## config.mk

```make
export PLATFORM = sky130hd
export DESIGN_NAME = ovf_status_reg
export DESIGN_NICKNAME = d
export VERILOG_FILES = /design/src/rtl/ovf_status_pkg.sv /design/src/rtl/ovf_flag_bit.sv /design/src/rtl/ovf_enable_reg.sv /design/src/rtl/ovf_rdata_reg.sv /design/src/rtl/ovf_status_reg.sv
export SDC_FILE = /design/constraint.sdc
export NUM_CORES = 1
export LEC_CHECK = 0
export BUFFER_PORTS_ARGS = -buffer_cell sky130_fd_sc_hd__buf_2
export CAP_MARGIN = 20
export CORE_MARGIN = 2
export CORE_UTILIZATION = 48
export DETAILED_ROUTE_END_ITERATION = 12
export PLACE_DENSITY_LB_ADDON = 0.15
export SLEW_MARGIN = 20
export SYNTH_ARGS = -nofsm -noshare
export SYNTH_HDL_FRONTEND = slang
export SYNTH_SLANG_ARGS = --single-unit
```

## constraint.sdc

```tcl
create_clock -name clk_i -period 2.95 [get_ports clk_i]
set_clock_uncertainty 0.2 [all_clocks]
set_input_delay 0.4425 -clock clk_i [delete_from_list [all_inputs] [get_ports clk_i]]
set_output_delay 0.4425 -clock clk_i [all_outputs]
set_load 0.005 [all_outputs]
```

## src/rtl/ovf_status_pkg.sv

```systemverilog
package ovf_status_pkg;
  parameter int unsigned NCH      = 3;
  parameter int unsigned DW       = 8;
  parameter int unsigned EN_LSB   = 4;
  parameter int unsigned FLAG_LSB = 0;
  parameter logic [NCH-1:0] UNF_MASK = 3'b100;
endpackage

```

## src/rtl/ovf_flag_bit.sv

```systemverilog
module ovf_flag_bit (
  input  logic clk_i,
  input  logic rst_ni,
  input  logic set_i,
  input  logic rd_i,
  input  logic wr_i,
  input  logic wbit_i,
  output logic flag_o
);
  logic flag_q, armed_q;
  logic clr;

  assign clr = wr_i && armed_q && !wbit_i;

  always_ff @(posedge clk_i or negedge rst_ni) begin
    if (!rst_ni) begin
      flag_q  <= 1'b0;
      armed_q <= 1'b0;
    end else begin
      if (set_i)    flag_q <= 1'b1;   // set beats clear
      else if (clr) flag_q <= 1'b0;
      if (wr_i)                armed_q <= 1'b0;
      else if (rd_i && flag_q) armed_q <= 1'b1;
    end
  end

  assign flag_o = flag_q;

  a_r6_clear_needs_arm: assert property (@(posedge clk_i) disable iff (!rst_ni)
    $fell(flag_q) |-> $past(armed_q && wr_i && !wbit_i));
  a_r9_set_wins: assert property (@(posedge clk_i) disable iff (!rst_ni)
    set_i |=> flag_q);
  a_r8_write_disarms: assert property (@(posedge clk_i) disable iff (!rst_ni)
    wr_i |=> !armed_q);
  a_r8_no_arm_on_zero: assert property (@(posedge clk_i) disable iff (!rst_ni)
    (rd_i && !flag_q && !armed_q) |=> !armed_q);
endmodule

```

## src/rtl/ovf_enable_reg.sv

```systemverilog
module ovf_enable_reg #(
  parameter int unsigned NCH = 3
) (
  input  logic           clk_i,
  input  logic           rst_ni,
  input  logic           wr_i,
  input  logic [NCH-1:0] wdata_i,
  output logic [NCH-1:0] en_o
);
  logic [NCH-1:0] en_q;

  always_ff @(posedge clk_i or negedge rst_ni) begin
    if (!rst_ni)   en_q <= '0;
    else if (wr_i) en_q <= wdata_i;
  end

  assign en_o = en_q;

  a_r3_enable_hold: assert property (@(posedge clk_i) disable iff (!rst_ni)
    !wr_i |=> $stable(en_q));
endmodule

```

## src/rtl/ovf_rdata_reg.sv

```systemverilog
module ovf_rdata_reg #(
  parameter int unsigned DW = 8
) (
  input  logic          clk_i,
  input  logic          rst_ni,
  input  logic          rd_i,
  input  logic [DW-1:0] val_i,
  output logic [DW-1:0] rdata_o
);
  logic [DW-1:0] rdata_q;

  always_ff @(posedge clk_i or negedge rst_ni) begin
    if (!rst_ni)   rdata_q <= '0;
    else if (rd_i) rdata_q <= val_i;
  end

  assign rdata_o = rdata_q;

  a_r11_rdata_hold: assert property (@(posedge clk_i) disable iff (!rst_ni)
    !rd_i |=> $stable(rdata_q));
endmodule

```

## src/rtl/ovf_status_reg.sv

```systemverilog
module ovf_status_reg
  import ovf_status_pkg::*;
(
  input  logic          clk_i,
  input  logic          rst_ni,
  input  logic          cs_i,
  input  logic          we_i,
  input  logic [DW-1:0] wdata_i,
  output logic [DW-1:0] rdata_o,
  input  logic [NCH-1:0] ovf_i,
  input  logic [NCH-1:0] unf_i,
  output logic [NCH-1:0] irq_o
);
  logic           rd, wr;
  logic [NCH-1:0] set_vec, flags, en;
  logic [DW-1:0]  reg_val;

  assign rd      = cs_i && !we_i;
  assign wr      = cs_i && we_i;
  assign set_vec = ovf_i | (unf_i & UNF_MASK);

  for (genvar i = 0; i < NCH; i++) begin : g_flag
    ovf_flag_bit u_flag (
      .clk_i  (clk_i),
      .rst_ni (rst_ni),
      .set_i  (set_vec[i]),
      .rd_i   (rd),
      .wr_i   (wr),
      .wbit_i (wdata_i[FLAG_LSB+i]),
      .flag_o (flags[i])
    );
  end

  ovf_enable_reg #(.NCH(NCH)) u_en (
    .clk_i   (clk_i),
    .rst_ni  (rst_ni),
    .wr_i    (wr),
    .wdata_i (wdata_i[EN_LSB +: NCH]),
    .en_o    (en)
  );

  always_comb begin
    reg_val = '1;   // reserved bits read 1
    reg_val[FLAG_LSB +: NCH] = flags;
    reg_val[EN_LSB +: NCH]   = en;
  end

  ovf_rdata_reg #(.DW(DW)) u_rd (
    .clk_i   (clk_i),
    .rst_ni  (rst_ni),
    .rd_i    (rd),
    .val_i   (reg_val),
    .rdata_o (rdata_o)
  );

  assign irq_o = flags & en;

  a_r2_reserved_one: assert property (@(posedge clk_i) disable iff (!rst_ni)
    rd |=> (rdata_o[7] && rdata_o[3]));
  a_r4_ovf_sets: assert property (@(posedge clk_i) disable iff (!rst_ni)
    ovf_i[0] |=> irq_o[0] == en[0]);
  a_r5_unf_masked: assert property (@(posedge clk_i) disable iff (!rst_ni)
    (unf_i[0] && !ovf_i[0] && !flags[0]) |=> !flags[0]);
  a_r10_irq_rise: assert property (@(posedge clk_i) disable iff (!rst_ni)
    $rose(irq_o[2]) |-> ($rose(flags[2]) || $rose(en[2])));
endmodule

```

# == After elaboration in Yosys (flattened, before gate mapping) ==
# Cells that the tools add are included.
# op_classes
mux,12
n_bitwise,2
n_reduce_logical,21
# ops
op,n
$mux 1,12
$reduce_bool 2->1,6
$logic_and 1x1->1,11
$logic_not 1->1,4
$and 3x3->3,1
$or 3x3->3,1
# word_totals
reg_bits,17
input_bits,18
out_inout_bits,11
elab_cells,43

# == Depth between registers and ports, before layout ==
# Gate-level depths: netlist of the first run.
# depth
depth_word,5
mapped_depth,4
ltp_nobuf,2

# == Hierarchy ==
# A second synthesis of the first run with hierarchy kept.
# unflattened
hier_cells,51
area_unflattened_um2,699.4
# by_module_without_submodules
module,n_inst,cells_per_inst,area_per_inst_um2
ovf_rdata_reg,1,17,331.6
ovf_flag_bit,3,7,72.6
ovf_enable_reg,1,6,108.9
ovf_status_reg,1,7,41.3

# == Least setup slack after synthesis of the first run ==
# No wires, ideal clock.
# synth_path
path_type,input to register
start,in we_i
end,"reg u_rd.rdata_q[0], in the netlist u_rd.rdata_o[0]"
setup_time_ns,0.125
arrival_ns,1.093
required_time_ns,2.625
path_slack_ns,1.532
stages,4
cell_sequence,buf_6 > nand2b_4 > buf_6 > mux2_4
# synth_between
elab_chain_len,2
# synth_lines
element,line,rtl
start: declaration,ovf_status_reg.sv:7,"input logic we_i,"
$logic_not 1->1,ovf_status_reg.sv:18,assign rd = cs_i && !we_i;
$logic_and 1x1->1,ovf_status_reg.sv:18,
end signal: assignment,ovf_rdata_reg.sv:14,else if (rd_i) rdata_q <= val_i;
end: declaration,ovf_rdata_reg.sv:10,logic [DW-1:0] rdata_q;
# No other way between the ends.
# A chain may end at the register's enable or synchronous reset.

# == Worst setup path after layout of the first run ==
# layout_path
start,reg g_flag[0].u_flag.flag_q
end,out irq_o[0]
# layout_between
elab_chain_len,1
# layout_lines
element,line,rtl
start: declaration,ovf_flag_bit.sv:10,"logic flag_q, armed_q;"
start signal: assignment,ovf_flag_bit.sv:17,flag_q <= 1'b0;
start signal: assignment,ovf_flag_bit.sv:20,if (set_i) flag_q <= 1'b1;
start signal: assignment,ovf_flag_bit.sv:21,else if (clr) flag_q <= 1'b0;
$and 3x3->3,ovf_status_reg.sv:56,assign irq_o = flags & en;
end: declaration,ovf_status_reg.sv:12,output logic [NCH-1:0] irq_o
# No other way between the ends.

==> metrics.md, run 1 <==
| Metric | Value |
|---|---|
| Initial antenna violation count | `0` |
| Post-synth top area cell | `dfrtp_1` |
| TritonCTS buffer count | `3` |
| First-pass GRT wire length | `1930 µm` |
| Avg Cell Area, Syn | `14.6 µm²` |
| Internal cell power | `368 µW` |
| Synth area leaders | `dfrtp_1 58%, mux2_4 13%, mux2_2 4.9%` |
| Critical path arrival | `980 ps` |
| Antenna Violating Nets Remaining | `0` |
| Skew-Pair Late Insertion Delay | `270 ps` |
| Final Hold Violating Endpoints | `0` |
| Cell Area, Synth | `687 µm²` |
| Delay-heaviest family, CP | `flip-flops` |
| TritonCTS clock tree | `built` |
| Status | `complete, no violations` |
| Crit. End Element | `output port` |
| Syn Nets | `65` |
| Worst Setup Start Kind | `register` |
| Combinational power share | `16.6%` |
| Clock sink count | `16` |
| Reg2reg start | `g_flag[2].u_flag.armed_q` |
| Ant. Diodes | `0` |
| # rows | `13` |
| DRC viols | `0` |
| Crit path from | `g_flag[0].u_flag.flag_o` |
| Top Ports | `29` |
| Distinct cells, synth | `13` |
| Die H | `41.8 µm` |
| Die area | `1750 µm²` |
| CP endpoint | `irq_o[0]` |
| Vias per cell | `approximately 5.1` |
| Fin worst setup slack | `about 1300 ps` |
| Crit path depth | `2` |
| Number of global-route vias before repair | `448` |
| Worst path slowest cell | `dfrtp_1` |
| Most frequent cells after synthesis | `16 x dfrtp_1, 6 x a21oi_1, 6 x mux2_4` |
| Worst R2R Path Depth | `2` |
| CP max stage delay | `~420 ps` |
| Reg-to-reg endpoint | `g_flag[2].u_flag.flag_o` |
| Finished Cell Area | `835 µm²` |
| Flops & latches, synth | `16` |
| Routed WL | `1090 µm` |
| Clock tree buffer depth | `2` |
| Post-DP Area | `around 800 µm²` |
| Post-DP HPWL | `839 µm` |
| Post-synthesis sequential area ratio | `58.3%` |
| Post-synth EDFFs | `0` |
| Most used DFF post-synth | `dfrtp_1` |
| Largest net degree at the start of global routing | `17` |
| Flop pwr share | `54.1%` |
| Buf+Inv Stages, Crit Path | `1` |
| Setup TNS | `0 ps` |
| Slew Limit Headroom | `76.6%` |
| WS Path Type | `reg -> out` |
| RePlAce Congestion | `0.648` |
| Asr flop ratio synth | `100%` |
| PostCTS Resize Cnt | `0` |
| Synth warn | `0` |
| Crit-path max FO | `4` |
| Maximum VDD drop | `280 µV` |
| Static power due to leakage | `0.382 nW` |
| Gr ovfl total | `0` |
| RSZ-0062 raised after global routing | `false` |
| Setup Fix Bufs, Post-CTS | `0` |
| Fraction of layout cells with a size suffix above 1 | `54.2%` |
| Crit path cell chain | `and2_1, buf_2` |
| Part of the cycle the worst path needs | `54.9%` |
| Endpoints failing setup | `0` |
| Most common cell in the synthesized netlist | `dfrtp_1` |
| Vias | `442` |
| Data required, critical path | `between 2000 and 2500 ps` |
| Max_cap viols | `0` |
| Starting Density | `approximately 52%` |
| Core Box Area | `1320 µm²` |
| Area grow syn2layout | `21.5%` |
| Minimum clock period | `approximately 1600 ps` |
| Flop2flop setup slack | `1900 ps` |
| Initial DRT Pass Iterations | `3` |
| WL per Instance | `12.5 µm` |
| Mapped Cells | `47` |
| Initial DRC count | `3` |
| Die W | `41.8 µm` |
| GRT Total Usage | `14.5%` |
| Clk network pwr share | `29.3%` |
| Hold WC Path Type | `in -> reg` |
| PortBufs | `24` |
| Clock Tree Root | `clkbuf_4` |
| Fmax | `618 MHz` |
| Place WS | `1460 ps` |
| Final nets | `between 90 and 100` |
| Switching power | `106 µW` |
| Max-slew violations | `0` |
| Worst Max-Slew Pin Slew | `~350 ps` |
| CTS clk-pin slew, worst paths | `90 ps` |
| Switching part of the total | `between 20% and 30%` |
| Pwr Density | `568 nW/µm²` |
| Top cell type's share of synthesized area | `between 50% and 60%` |
| CTS H-tree depth | `1` |
## worst register-to-register path, delay by kind of cell (launching register included)
kind | cells | cell delay [ps]
AO/OA/AOI/OAI | 1 | 290
flip-flops | 1 | 350
AND/OR/NAND/NOR | 1 | 100
## through the flow
stage               total power [mW]  utilization, %  cells  hold WS, ps
finish                         0.474            63.3     87          140
global route                   0.504            63.3     87          132
CTS                            0.485            63.3     87          134
detailed placement             0.341            59.8     82          175
global placement               0.338            59.8     82          172
floorplan                      0.307               -     47        -53.1
## sequential cells by signal, summed over array words and instances, names as in the netlist
register,count
u_rd.rdata_o,7
g_flag.u_flag.flag_o,3
g_flag.u_flag.armed_q,3
u_en.en_o,3
## layer usage
layer	up-vias	track usage (%)	wire length (µm)
li1	216	-	-
met1	210	17.9	482
met2	16	24.1	522
met3	0	3.48	81
met4	0	5.81	0
met5	-	0	0
## logic make-up (layout without fill, tap and decap cells)
kind of cell	Yosys count	after routing	share of synthesized area, %
AOI/OAI and AO/OA	9	9	7.83
muxes	9	9	18.0
buffers and inverters	4	29	5.46
DFF	16	16	58.3
and+or+nand+nor	9	9	10.4
## worst min-delay path by stage
stage / startpoint / end / slack, ps / cells after the start
CTS: ovf_i[1] / g_flag[1].u_flag.flag_o / 130 / 2
detailed placement: rst_ni / u_rd.rdata_o[6] / 170 / 1
global placement: rst_ni / u_rd.rdata_o[6] / 170 / 1
floorplan: rst_ni / g_flag[0].u_flag.armed_q / -50 / 0
global route: ovf_i[1] / g_flag[1].u_flag.flag_o / 130 / 2
finish: ovf_i[1] / g_flag[1].u_flag.flag_o / 140 / 2
## cell usage in the layout, fill, tap and decap left out
cell           instances
a211o_1                1
a21o_1                 2
a21oi_1                6
and2_1                 3
buf_2                 24
clkbuf_4               3
clkbuf_8               1
dfrtp_1               16
dlygate4sd3_1          1
mux2_2                 3
mux2_4                 6
nand2_2                1
nand2b_1               1
nand2b_4               1
nand4b_1               3
## area by class of cell
type | count | area (µm²)
clock buffer | 4 | 36.3
fill | 114 | 483
multi-input combinational | 27 | 249
sequential | 16 | 400
tap | 15 | 18.8
timing repair buffer | 25 | 130
## power groups by stage
| stage | clock [mW] | combinational (mW) | sequential, mW |
|---|---|---|---|
| floorplan | 0 | 0.0468 | 0.260 |
| global placement | 0 | 0.0777 | 0.260 |
| detailed placement | 0 | 0.0795 | 0.261 |
| CTS | 0.148 | 0.0806 | 0.257 |
| global route | 0.156 | 0.0875 | 0.260 |
| finish | 0.139 | 0.0788 | 0.256 |
## timing repair
action	in CTS	in global routing
endpoints found under the setup margin	0	0
hold endpoints to repair	16	0
hold buffers	1	0
No activity file was read; power rests on OpenSTA's default activity.
==> run 2: changes to the inputs <==
Settings changed: CORE_UTILIZATION 48 to 40.
Clock period 2.95 ns to 1.43 ns, I/O delays scaled along.
==> metrics.md, run 2 (synthesis gave the netlist of run 1 again) <==
| Metric | Value |
|---|---|
| Status | `complete, no violations` |
| Largest net degree at the start of global routing | `17 (unchanged)` |
| Flop pwr share | `52.1% (-2.0 points)` |
| Skew-Pair Late Insertion Delay | `280 ps (about the same)` |
| Slew Limit Headroom | `76.3% (-0.30 points)` |
| PortBufs | `24 (unchanged)` |
| Register Area | `400 µm² (unchanged)` |
| Initial DRT Pass Iterations | `2 (-1)` |
| Worst Max-Slew Pin Slew | `355 ps (+4.52 ps)` |
| Multi-input gate area in the final layout | `249 µm² (unchanged)` |
| Final core occ | `60.5% (-2.8 points)` |
| PostCTS Resize Cnt | `0 (unchanged)` |
| Final nets | `103 (+13%)` |
| Static power due to leakage | `0.433 nW (+13%)` |
| Routed WL | `1200 µm (+11%)` |
| Combinational power share | `19.0% (+2.4 points)` |
| Area grow syn2layout | `37.3%` |
| Vias | `483 (+9.3%)` |
| Antenna Violating Nets Remaining | `0 (unchanged)` |
| WS Path Type | `reg -> out` |
| Max_cap viols | `0 (unchanged)` |
| Fmax | `~730 MHz` |
| Die W | `45.4 µm (+8.6%)` |
| Maximum VDD drop | `706 µV (+150%)` |
| Final Hold Violating Endpoints | `0 (unchanged)` |
| Pwr Density | `1080 nW/µm² (+90%)` |
| Max reg flops | `7 (unchanged)` |
| Fraction of layout cells with a size suffix above 1 | `52.4% (-1.8 points)` |
| Data required, critical path | `1020 ps (-1290 ps)` |
| First-pass GRT wire length | `1920 µm (-0.72%)` |
| Core Box Area | `1560 µm² (+18%)` |
| CTS H-tree depth | `1 (unchanged)` |
| Endpoints failing setup | `0 (unchanged)` |
| DRC viols | `0 (unchanged)` |
| Clock sink count | `16 (unchanged)` |
| Top Ports | `29 (unchanged)` |
| CTS clk-pin slew, worst paths | `90 ps (about the same)` |
| # rows | `14 (+1)` |
| Vias per cell | `4.83 (-4.9%)` |
| Worst Setup Start Kind | `register` |
| Gr ovfl total | `0 (unchanged)` |
| Minimum clock period | `1370 ps` |
| Die area | `2060 µm² (+18%)` |
| Crit. End Element | `output port` |
| WL per Instance | `12.0 µm (-3.8%)` |
| Critical path arrival | `960 ps (-20 ps)` |
| Clock tree buffer depth | `2 (unchanged)` |
| Clock Tree Root | `clkbuf_4` |
| Ant. Diodes | `0 (unchanged)` |
| Die H | `45.4 µm (+8.6%)` |
| Switching power | `233 µW (+120%)` |
| Starting Density | `44.1% (-8.1 points)` |
| TritonCTS buffer count | `3 (unchanged)` |
| Hold WC Path Type | `in -> reg` |
| Clk network pwr share | `28.9% (-0.4 points)` |
| # fillers | `132 (+16%)` |
| Initial DRC count | `1 (-2)` |
| TritonCTS clock tree | `built` |
| Initial antenna violation count | `0 (unchanged)` |
| GRT Total Usage | `13.4% (-1.1 points)` |
| Switching part of the total | `23.0% (+0.56 points)` |
| Number of global-route vias before repair | `452 (+0.89%)` |
| RePlAce Congestion | `0.658 (+1.5%)` |
| Internal cell power | `783 µW (+110%)` |
| Non-Filler Instances | `100 (+15%)` |
| Dpl cells | `83 (+1.2%)` |
| Commonest non-fill, non-tap cell in the layout | `buf_2` |
| Most frequent cells in the layout | `24 x buf_2, 16 x dfrtp_1, 8 x dlygate4sd3_1, 6 x mux2_4, 6 x a21oi_1` |
| Part of the cycle the worst path needs | `95.9%` |
| Max-slew violations | `0 (unchanged)` |
| Crit-path max FO | `3 (-1)` |
run 2: timing repair:
item / in CTS / in global routing
hold endpoints to repair: 22 / 0
buffers inserted: 0 / 5
setup endpoints to repair: 0 / 3
hold buffers: 8 / 0
run 2: stage by stage:
step                      total power, mW  hold WS (ps)  cell area, µm²  TNS (ps)  setup WS [ps]
after floorplan                     0.633          -281             687         0            240
after global placement              0.699         -53.6             790         0            183
after detailed placement            0.706         -56.4             790         0            177
after CTS                            1.02          3.93             906         0           14.0
after global routing                 1.08          7.34             943     -10.5          -5.86
final                                1.02          8.83             943         0           58.1
run 2: path summary, 6_finish.rpt:
check / startpoint / end / slack [ps] / cells past startpoint
setup / recovery: u_en.en_o[1] / irq_o[1] / 60 / 2
hold / removal: we_i / g_flag[2].u_flag.armed_q / 9 / 2
setup reg to reg: u_en.en_o[2] / u_rd.rdata_o[6] / 340 / 2
hold reg to reg: u_rd.rdata_o[3] / u_rd.rdata_o[3] / 290 / 1
max in group asynchronous: rst_ni / g_flag[2].u_flag.armed_q / 610 / 2
min in group asynchronous: rst_ni / u_rd.rdata_o[0] / 160 / 2
run 2: power by group through the flow:
stage | sequential, mW | clock [mW] | combinational (mW)
floorplan | 0.537 | 0 | 0.0966
global placement | 0.537 | 0 | 0.161
detailed placement | 0.541 | 0 | 0.165
CTS | 0.532 | 0.307 | 0.181
global route | 0.538 | 0.328 | 0.216
finish | 0.530 | 0.294 | 0.193
run 2: per-layer routing:
layer  track usage (%)  share of wire [%]  vias up
li1                  -                  -      239
met2              20.0                 46       20
met3              7.54                8.3        0
met1              16.6                 46      224
met4              3.53                  0        0
met5                 0                  0        -
run 2: worst max-delay path, cell delays in order, from the launching register on:
cell	delay [ps]
dfrtp_1	400
and2_1	150
buf_2	120
run 2: layout make-up:
class	instances	area share, %
timing repair buffer	37	25.2
multi-input combinational	27	26.4
sequential	16	42.4
tap	16	2.12
clock buffer	4	3.85
